**config.mk**
```make
export PLATFORM = sky130hd
export DESIGN_NAME = irq_router
export DESIGN_NICKNAME = d
export VERILOG_FILES = /design/src/rtl/irq_router_pkg.sv /design/src/rtl/irq_router_regs.sv /design/src/rtl/irq_router_lines.sv /design/src/rtl/irq_router_disp.sv /design/src/rtl/irq_router.sv
export SDC_FILE = /design/constraint.sdc
export NUM_CORES = 2
export LEC_CHECK = 0
export BUFFER_PORTS_ARGS = -buffer_cell sky130_fd_sc_hd__buf_4
export CAP_MARGIN = 5
export CELL_PAD_IN_SITES_DETAIL_PLACEMENT = 0
export CELL_PAD_IN_SITES_GLOBAL_PLACEMENT = 1
export CORE_AREA = 2 2 307 218
export DETAILED_ROUTE_END_ITERATION = 12
export DIE_AREA = 0 0 309 220
export GPL_TIMING_DRIVEN = 0
export PLACE_DENSITY = 0.88
export SLEW_MARGIN = 40
export SYNTH_ARGS = -nofsm -noshare
export SYNTH_HDL_FRONTEND = slang
export SYNTH_SLANG_ARGS = --single-unit
```
**constraint.sdc**
```tcl
create_clock -name clk -period 3.8 [get_ports clk]
set_input_delay 0.38 -clock clk [delete_from_list [all_inputs] [get_ports clk]]
set_output_delay 0.38 -clock clk [all_outputs]
set_load 0.01 [all_outputs]
```
**src/rtl/irq_router_pkg.sv**
```systemverilog
package irq_router_pkg;
    localparam logic [4:0] OFS_INDEX  = 5'h00;
    localparam logic [4:0] OFS_WINDOW = 5'h10;
    localparam int         TBL_BASE   = 16;

    typedef enum logic {
        ST_IDLE,
        ST_OFFER
    } disp_state_e;
endpackage

```
**src/rtl/irq_router_regs.sv**
```systemverilog
module irq_router_regs
    import irq_router_pkg::*;
#(
    parameter int         N       = 24,
    parameter logic [7:0] UNIT_ID = 8'h0C,
    parameter logic [7:0] VERSION = 8'h20
) (
    input  logic                clk,
    input  logic                rst_n,
    input  logic                reg_wr,
    input  logic [4:0]          reg_addr,
    input  logic [31:0]         reg_wdata,
    output logic [31:0]         reg_rdata,
    output logic [N-1:0]        ent_mask,
    output logic [N-1:0]        ent_level,
    output logic [N-1:0]        ent_low,
    output logic [N-1:0][7:0]   ent_vec,
    output logic [N-1:0][7:0]   ent_dest
);
    localparam int EW      = (N > 1) ? $clog2(N) : 1;
    localparam int TBL_END = TBL_BASE + 2 * N;

    logic [7:0]    idx_q;
    logic [7:0]    off;
    logic          in_tbl;
    logic          hi_word;
    logic [EW-1:0] ent;
    logic [31:0]   window;

    assign off     = idx_q - 8'(TBL_BASE);
    assign in_tbl  = (int'(idx_q) >= TBL_BASE) && (int'(idx_q) < TBL_END);
    assign hi_word = idx_q[0];
    assign ent     = off[EW:1];

    always_ff @(posedge clk) begin
        if (!rst_n) begin
            idx_q     <= '0;
            ent_mask  <= '1;
            ent_level <= '0;
            ent_low   <= '0;
            ent_vec   <= '0;
            ent_dest  <= '0;
        end else if (reg_wr) begin
            if (reg_addr == OFS_INDEX) begin
                idx_q <= reg_wdata[7:0];
            end else if (reg_addr == OFS_WINDOW && in_tbl) begin
                if (!hi_word) begin
                    ent_vec[ent]   <= reg_wdata[7:0];
                    ent_low[ent]   <= reg_wdata[13];
                    ent_level[ent] <= reg_wdata[15];
                    ent_mask[ent]  <= reg_wdata[16];
                end else begin
                    ent_dest[ent]  <= reg_wdata[31:24];
                end
            end
        end
    end

    always_comb begin
        window = '0;
        if (idx_q == 8'h00) begin
            window = {UNIT_ID, 24'h0};
        end else if (idx_q == 8'h01) begin
            window = {8'h0, 8'(N - 1), 8'h0, VERSION};
        end else if (in_tbl && !hi_word) begin
            window = {15'h0, ent_mask[ent], ent_level[ent], 1'b0,
                      ent_low[ent], 5'h0, ent_vec[ent]};
        end else if (in_tbl) begin
            window = {ent_dest[ent], 24'h0};
        end
    end

    always_comb begin
        unique case (reg_addr)
            OFS_INDEX:  reg_rdata = {24'h0, idx_q};
            OFS_WINDOW: reg_rdata = window;
            default:    reg_rdata = '0;
        endcase
    end

    // a low-word write lands in the selected entry's mask bit
    p_lo_write_mask_r4: assert property (@(posedge clk) disable iff (!rst_n)
        (reg_wr && reg_addr == OFS_WINDOW && in_tbl && !hi_word)
        |=> ent_mask[$past(ent)] == $past(reg_wdata[16]));

    // the index only moves on a write to offset 0
    p_index_hold_r1: assert property (@(posedge clk) disable iff (!rst_n)
        !(reg_wr && reg_addr == OFS_INDEX) |=> $stable(idx_q));
endmodule

```
**src/rtl/irq_router_lines.sv**
```systemverilog
module irq_router_lines #(
    parameter int N = 24
) (
    input  logic              clk,
    input  logic              rst_n,
    input  logic [N-1:0]      irq_in,
    input  logic [N-1:0]      ent_mask,
    input  logic [N-1:0]      ent_level,
    input  logic [N-1:0]      ent_low,
    input  logic [N-1:0][7:0] ent_vec,
    input  logic              eoi_valid,
    input  logic [7:0]        eoi_vector,
    input  logic [N-1:0]      deliver,
    output logic [N-1:0]      req
);
    logic [N-1:0] act;
    logic [N-1:0] prev_q;
    logic [N-1:0] pend_q;
    logic [N-1:0] infl_q;
    logic [N-1:0] eoi_hit;

    assign act = irq_in ^ ent_low;

    for (genvar i = 0; i < N; i++) begin : g_hit
        assign eoi_hit[i] = eoi_valid && (eoi_vector == ent_vec[i]);
    end

    always_ff @(posedge clk) begin
        if (!rst_n) begin
            prev_q <= '0;
            pend_q <= '0;
            infl_q <= '0;
        end else begin
            prev_q <= act;
            pend_q <= ~ent_level & ((pend_q & ~deliver) | (act & ~prev_q & ~ent_mask));
            infl_q <= ent_level & ((infl_q & ~eoi_hit) | deliver);
        end
    end

    assign req = ~ent_mask & ((~ent_level & pend_q) | (ent_level & act & ~infl_q));

    // the dispatcher retires at most one line per cycle
    p_one_deliver_r9: assert property (@(posedge clk) disable iff (!rst_n)
        $onehot0(deliver));

    // a delivered level line stays blocked until a matching end-of-interrupt
    p_hold_inflight_r8: assert property (@(posedge clk) disable iff (!rst_n)
        1'b1 |=> (($past(infl_q & ~eoi_hit & ent_level) & ent_level & ~infl_q) == '0));
endmodule

```
**src/rtl/irq_router_disp.sv**
```systemverilog
module irq_router_disp
    import irq_router_pkg::*;
#(
    parameter int N = 24
) (
    input  logic              clk,
    input  logic              rst_n,
    input  logic [N-1:0]      req,
    input  logic [N-1:0][7:0] ent_vec,
    input  logic [N-1:0][7:0] ent_dest,
    input  logic              msg_ready,
    output logic              msg_valid,
    output logic [7:0]        msg_vector,
    output logic [7:0]        msg_dest,
    output logic [N-1:0]      deliver
);
    localparam int EW = (N > 1) ? $clog2(N) : 1;

    disp_state_e   state_q, state_d;
    logic [EW-1:0] pick;
    logic          any_req;
    logic [EW-1:0] line_q;
    logic [7:0]    vec_q;
    logic [7:0]    dest_q;

    always_comb begin
        pick = '0;
        for (int i = N - 1; i >= 0; i--) begin
            if (req[i]) pick = EW'(i);
        end
    end
    assign any_req = |req;

    always_comb begin
        state_d = state_q;
        unique case (state_q)
            ST_IDLE:  if (any_req)   state_d = ST_OFFER;
            ST_OFFER: if (msg_ready) state_d = ST_IDLE;
            default:                 state_d = ST_IDLE;
        endcase
    end

    always_ff @(posedge clk) begin
        if (!rst_n) state_q <= ST_IDLE;
        else        state_q <= state_d;
    end

    always_ff @(posedge clk) begin
        if (!rst_n) begin
            line_q <= '0;
            vec_q  <= '0;
            dest_q <= '0;
        end else if (state_q == ST_IDLE && any_req) begin
            line_q <= pick;
            vec_q  <= ent_vec[pick];
            dest_q <= ent_dest[pick];
        end
    end

    always_comb begin
        msg_valid  = 1'b0;
        deliver    = '0;
        unique case (state_q)
            ST_IDLE: ;
            ST_OFFER: begin
                msg_valid = 1'b1;
                if (msg_ready) deliver[line_q] = 1'b1;
            end
            default: ;
        endcase
    end
    assign msg_vector = vec_q;
    assign msg_dest   = dest_q;

    // an unaccepted message stays put
    p_msg_hold_r10: assert property (@(posedge clk) disable iff (!rst_n)
        (msg_valid && !msg_ready) |=> (msg_valid && $stable(msg_vector) && $stable(msg_dest)));
endmodule

```
**src/rtl/irq_router.sv**
```systemverilog
module irq_router
    import irq_router_pkg::*;
#(
    parameter int         N       = 24,
    parameter logic [7:0] UNIT_ID = 8'h0C,
    parameter logic [7:0] VERSION = 8'h20
) (
    input  logic          clk,
    input  logic          rst_n,
    input  logic          reg_wr,
    input  logic [4:0]    reg_addr,
    input  logic [31:0]   reg_wdata,
    output logic [31:0]   reg_rdata,
    input  logic [N-1:0]  irq_in,
    input  logic          eoi_valid,
    input  logic [7:0]    eoi_vector,
    output logic          msg_valid,
    input  logic          msg_ready,
    output logic [7:0]    msg_vector,
    output logic [7:0]    msg_dest
);
    logic [N-1:0]      ent_mask;
    logic [N-1:0]      ent_level;
    logic [N-1:0]      ent_low;
    logic [N-1:0][7:0] ent_vec;
    logic [N-1:0][7:0] ent_dest;
    logic [N-1:0]      req;
    logic [N-1:0]      deliver;

    irq_router_regs #(.N(N), .UNIT_ID(UNIT_ID), .VERSION(VERSION)) u_regs (
        .clk(clk), .rst_n(rst_n), .reg_wr(reg_wr), .reg_addr(reg_addr),
        .reg_wdata(reg_wdata), .reg_rdata(reg_rdata), .ent_mask(ent_mask),
        .ent_level(ent_level), .ent_low(ent_low), .ent_vec(ent_vec), .ent_dest(ent_dest)
    );

    irq_router_lines #(.N(N)) u_lines (
        .clk(clk), .rst_n(rst_n), .irq_in(irq_in), .ent_mask(ent_mask),
        .ent_level(ent_level), .ent_low(ent_low), .ent_vec(ent_vec),
        .eoi_valid(eoi_valid), .eoi_vector(eoi_vector), .deliver(deliver), .req(req)
    );

    irq_router_disp #(.N(N)) u_disp (
        .clk(clk), .rst_n(rst_n), .req(req), .ent_vec(ent_vec), .ent_dest(ent_dest),
        .msg_ready(msg_ready), .msg_valid(msg_valid), .msg_vector(msg_vector),
        .msg_dest(msg_dest), .deliver(deliver)
    );

    // one idle cycle follows every acceptance
    p_gap_after_accept_r10: assert property (@(posedge clk) disable iff (!rst_n)
        (msg_valid && msg_ready) |=> !msg_valid);
endmodule

```
### After elaboration in Yosys (flattened, before gate mapping)

Index checks and enable logic that the tools add are counted.

| word-level totals | value |
|---|---|
| bits in registers | 558 |
| input bits | 74 |
| output and inout port bits | 49 |
| word-level logic and storage cells | 213 |

| cells by class | value |
|---|---|
| $add $sub $neg | 1 |
| $lt $le $gt $ge | 7 |
| eq/ne operators | 26 |
| muxes and demuxes | 60 |
| bitwise operators | 23 |
| reduce and logical (&&, ||, !) cells | 37 |

Operator list:

| operator | count |
|---|---|
| $bwmux 192 | 2 |
| $and 24x24->24 | 10 |
| $eq 8x8->1 | 24 |
| $bmux 8 s5 | 4 |
| $not 24->24 | 6 |
| $mux 32 | 4 |
| $mux 5 | 24 |
| $bwmux 24 | 3 |
| $or 24x24->24 | 3 |
| $pmux 32 s2 | 1 |
| $mux 24 | 2 |
| $demux 8 s5 | 1 |
| $mux 8 | 5 |
| $logic_and 1x1->1 | 30 |
| $reduce_or 24->1 | 1 |
| $xor 24x24->24 | 1 |
| $lt 5x6->1 const B | 3 |
| $bmux 1 s5 | 3 |
| $demux 1 s5 | 2 |
| $ge 5x1->1 const B | 2 |
| $eq 8x1->1 const B | 1 |
| $ge 8x5->1 const B | 1 |
| $logic_not 8->1 | 1 |
| $lt 8x7->1 const B | 1 |
| other kinds (9) | 19 |

### Logic depth before layout (Yosys ltp)

| depth | value |
|---|---|
| word-level depth | 31 |
| depth in mapped cells | 12 |
| depth with buffers taken out | 10 |

### By module

From an unflattened synthesis, not the netlist that was laid out.

| second synthesis, totals | value |
|---|---|
| cell total of the unflattened synthesis | 3577 |
| area total of the unflattened synthesis | 32547.5 um2 |

By module, submodules not included:

| module | instances | cells each | area each (um2) | seq. area each (um2) |
|---|---|---|---|---|
| irq_router_regs | 1 | 2239 | 22183.8 | 9288.9 |
| irq_router_lines | 1 | 636 | 5567.8 | 1441.4 |
| irq_router_disp | 1 | 702 | 4795.8 | 440.4 |

### Least setup slack after synthesis

OpenSTA, ideal clock, no wires.

| timing path | value |
|---|---|
| kind | reg2out |
| start | register u_regs.idx_q[4] |
| end | output reg_rdata[13] |
| arrival time | 2.474 ns |
| required time | 3.420 ns |
| path slack | 0.946 ns |
| stages on the path, launching flop included | 9 |
| buffers on the path | 2 |
| cell sequence | dfxtp_1 > inv_2 > clkbuf_1 > ha_1 > nor3_1 > nand2b_1 > or2_2 > clkbuf_1 > a2111oi_0 |

| between the ends | value |
|---|---|
| longest elaborated chain between the ends | 7 |
| elaborated cells between the ends (all ways) | 13 |
| those cells by class | add/sub: 1; order compare: 2; eq/ne: 1; mux: 6; reduce/logical: 3 |

Ends and longest elaborated chain:

| what | line | source |
|---|---|---|
| start: declaration | irq_router_regs.sv:23 | `logic [7:0] idx_q;` |
| start signal: assignment | irq_router_regs.sv:45 | `idx_q <= reg_wdata[7:0];` |
| $sub 6x5->6, or another cell as far along | irq_router_regs.sv:30 | `assign off = idx_q - 8'(TBL_BASE);` |
| $bmux 1 s5 / $logic_and 1x1->1 (equally long branches) | irq_router_regs.sv:67, irq_router_regs.sv:31 |  |
| $mux 1 (implied by the code) / $logic_and 1x1->1 (equally long branches) | irq_router_regs.sv:67, irq_router_regs.sv:65 |  |
| $mux 32 | irq_router_regs.sv:65 | `end else if (in_tbl && !hi_word) begin` |
| $mux 32 | irq_router_regs.sv:63 | `end else if (idx_q == 8'h01) begin` |
| $mux 32 (*) | irq_router_regs.sv:61 | `if (idx_q == 8'h00) begin` |
| $pmux 32 s2 (*) | irq_router_regs.sv:74 | `unique case (reg_addr)` |
| end: declaration | irq_router.sv:13 | `output logic [31:0] reg_rdata,` |

Mark *: on every way between the ends. The rest lies on a longest branch, timed or not. The select of a mux whose other input is x is not followed.

### Worst setup path in the final report

| timing path | value |
|---|---|
| start | register u_regs.idx_q[4] |
| end | register u_regs.ent_dest[159] (netlist bit) |

| between the ends | value |
|---|---|
| longest elaborated chain between the ends | 6 |
| elaborated cells between the ends (all ways) | 12 |
| those cells by class | add/sub: 1; order compare: 4; mux: 3; reduce/logical: 4 |

Ends and longest elaborated chain:

| what | line | source |
|---|---|---|
| $sub 6x5->6 | irq_router_regs.sv:30 |  |
| $lt 5x6->1 (implied by the code) / $ge 5x1->1 (equally long branches) | irq_router_regs.sv:53 | `ent_dest[ent] <= reg_wdata[31:24];` |
| $logic_and 1x1->1 (implied by the code) | irq_router_regs.sv:53 |  |
| $mux 8 (implied by the code) | irq_router_regs.sv:53 |  |
| $demux 8 s5 | n/a |  |
| $bwmux 192 | irq_router_regs.sv:53 |  |
| end signal: indexed assignment | irq_router_regs.sv:53 |  |
| end: declaration | irq_router_regs.sv:18 | `output logic [N-1:0][7:0] ent_dest` |

Parallel ways exist; a longest one is shown, timed or not.
A chain may end at the register's enable or synchronous reset.

==> summary.txt <==
Outcome
  • Status: complete, but fails checks
  • Failing checks: negative setup slack

Synthesis
  • YS warnings: 0
  • Syn Inst Count: 3,704
  • Count leader, synth: nand2_1
  • Yosys top cell area share: 36.9%
  • Post-synth top area cell: dfxtp_1
  • Synth area leaders: dfxtp_1, nand2_1, mux4_2
  • Distinct cells, synth: 86
  • Synth Register Bits: 558
  • Synthesized area: 30,300 um2
  • Number of flops mapped to enable cells by yosys: 0
  • Post-synthesis async set-or-reset flop share: 0%
  • Most common flop cell mapped by yosys: dfxtp_1
  • Top cells by count, synth: nand2_1, dfxtp_1, a21oi_1
  • Post-synthesis sequential area ratio: 36.9%
  • Avg Cell Area, Syn: 8.17 um2

Placed design
  • Placed cell areas: 32,100 um2
  • Port bufs: 82
  • Routability congestion estimate: 1.06
  • Hpwl dp: 113,000 um

CTS
  • CTS buffer count: 58
  • CTS tree: done
  • Clock tree sinks: 558
  • Clk root buf: clkbuf_16
  • CTS max path bufs: 3
  • Insertion delay to the later sink of the worst-skew pair: 670 ps
  • Total number of H-tree levels: 2
  • CTS clk-pin slew, worst paths: 70 ps

Setup path
  • Arrival time worst endpoint: 4440 ps
  • Worst Path Required: 4380 ps
  • Setup slack, reg-to-reg: -60 ps
  • Critical-path cell list: inv_4, clkbuf_4, ha_2, nor3_4, nand2_1, nor2_1, nand4_1, buf_1, nor2_2, nand2_1, a21oi_1
  • Slowest stage delay, CP: 590 ps
  • Crit Path Class: reg2reg
  • RR Endpoint: u_regs.ent_dest[159]
  • Most frequent CP cell: nand2_1
  • Cell family with most CP delay: simple AND/OR/NAND/NOR gates
  • Worst setup endpoint: u_regs.ent_dest[159]
  • CP max FO: 11
  • Critical-path top delay cell: buf_1
  • CP Capture Type: flop
  • Crit start category: flop
  • Buf/Inv on CP: 3
  • Crit path depth: 11
  • Critical path startpoint: u_regs.idx_q[4]
  • R2r worst-path depth: 11
  • RR Startpoint: u_regs.idx_q[4]

Global routing
  • Grt ovf: 0
  • Largest net degree at the start of global routing: 16
  • Antenna violations before repair: 4
  • Tot GR Track Use: 42.5%
  • First-pass GRT wire length: 206,000 um
  • Number of global-route vias before repair: 28,276

STA
  • Final Slew Violations: 0
  • Worst relative slew slack: 32.9%
  • Final Setup Violations: 21
  • Hold slack: 10.5 ps
  • Clock skew: 28.2 ps
  • RSZ-0062 raised after global routing: yes
  • Final WS setup: -64.7 ps
  • Achievable Freq: 259 MHz
  • Final Hold Viols: 0
  • Final Cycle Share: 102%
  • Minimum clock period: 3860 ps
  • Actual slew at the worst max-slew pin: 1010 ps

Floorplanning
  • Die Wd: 309 um
  • Core area: 65,400 um2
  • Die Area: 68,000 um2
  • Initial Utilization: 46.3%
  • Num rows: 79
  • # IOs: 123
  • Die H: 220 um

Finish
  • Layout cells sized above 1: 15.0%
  • Area Overhead vs Synth: 15.2%
  • Nets: 3,941
  • Post-route cell area: 34,900 um2
  • Filler Cell Count: 6,386
  • Antenna diodes: 0

Power and ir drop
  • Peak supply drop: 0.000358 V
  • P_leak: 11.5 nW
  • Total power per unit cell area: 367 nW/um2
  • Final Power: 12.8 mW

Route
  • Drt total wl: 148,000 um
  • # DRC: 0
  • Antenna-violating nets left: 0
  • DR vias/cell: 6.59
  • DR vias: 31,608
  • 1st-iter DRT viols: 5,543
  • DR pass1 iterations: 8
  • WL per Instance: 30.8 um

Worst hold path
  • Worst Hold Class: in2reg

Run
  • Total of max-cap violations: 0
-- worst min-delay path by stage --
stage,slack [ps],endpoint,from,cells after the start
3_5_place_dp,460,u_lines.infl_q[20],u_lines.infl_q[20],2
4_1_cts,2,u_lines.prev_q[7],irq_in[7],3
2_1_floorplan,430,u_lines.infl_q[10],u_lines.infl_q[10],2
3_3_place_gp,460,u_lines.infl_q[21],u_lines.infl_q[21],2
5_1_grt,30,u_regs.ent_low[1],reg_wdata[13],3
6_report,10,u_regs.ent_dest[45],reg_wdata[29],3
-- cells by family after synthesis --
logic type               after synthesis  synth area share, %
other                                  1               0.0124
adder cells (fa/ha/maj)                5                0.207
AO/OA/AOI/OAI                        845                 17.2
buffers and inverters                354                 4.82
XOR/XNOR                             216                 6.30
flip-flops                           558                 36.9
AND/OR/NAND/NOR                     1452                 20.4
multiplexers                         273                 14.1
-- sequential cells by signal, indices dropped and copies added, names as in the netlist --
name / cells
u_lines.infl_q: 24
u_regs.ent_level: 24
u_disp.line_q: 5
u_regs.ent_low: 24
u_regs.ent_mask: 24
u_regs.ent_dest: 192
u_disp.msg_dest: 8
u_disp.msg_vector: 8
u_lines.pend_q: 24
u_lines.prev_q: 24
u_disp.state_q: 1
u_regs.ent_vec: 192
u_regs.idx_q: 8
-- worst min-delay path, cell delays in order --
cell     delay, ps
buf_4          120
mux2i_1         70
nor2_1          70
-- area by class of cell --
class	instances	area [um2]	area share (%)
clock inverter	23	353	1.01
inverter	24	92.6	0.265
clock buffer	83	1670	4.78
sequential	558	11200	32.0
timing repair buffer	92	707	2.03
multi-input combinational	2801	18100	51.9
tap	891	1110	3.20
buffer	327	1670	4.77
-- layer usage --
metal / share of wire [%] / up-vias / GRT usage [%]
li1: - / 13271 / -
met1: 40 / 15300 / 60.2
met2: 38 / 2642 / 55.9
met3: 17 / 389 / 18.3
met4: 4.3 / 6 / 16.4
met5: 0.027 / - / 0
-- stage by stage --
stage	utilization, %	cells	setup TNS [ps]	setup WS [ps]
3_3_place_gp	48.9	4686	-295340	-1830
3_5_place_dp	49.1	4688	-74330	-688
4_1_cts	52.8	4794	0	13.7
5_1_grt	53.3	4799	-297	-41.8
2_1_floorplan	-	3713	0	946
6_report	53.3	4799	-579	-64.7
-- timing repair --
action	4_1_cts	5_1_grt
buffers inserted	0	5
pin swaps	2	10
endpoints found under the hold margin	5	0
gates resized for setup	114	76
hold buffers	2	0
endpoints found under the setup margin	278	60
-- report_power, final --
part	switching, mW	internal, mW
Clock	2.66	3.59
Sequential	0.00517	5.86
Combinational	0.518	0.156
-- layout by cell type, fill, tap and decap left out, types with 22 or more instances in the layout --
master / netlist / final
nor3_1: 41 / 38
o41ai_1: 24 / 24
buf_4: 21 / 111
clkbuf_4: 0 / 24
clkbuf_16: 0 / 59
a22oi_1: 34 / 30
xnor2_1: 29 / 29
a21oi_1: 436 / 432
dfxtp_1: 558 / 555
xor2_1: 185 / 184
clkbuf_2: 0 / 48
nand3_1: 129 / 128
nand2_1: 924 / 923
nor2b_1: 22 / 22
mux2_2: 23 / 23
buf_2: 36 / 22
mux2i_1: 130 / 130
a221o_1: 30 / 30
mux4_2: 120 / 120
inv_1: 22 / 22
a31oi_1: 43 / 37
nor4_1: 28 / 27
o21ai_0: 135 / 131
nor2_1: 201 / 189
clkbuf_1: 256 / 202
nor2_2: 13 / 23
(Power assumes the default switching activity.)
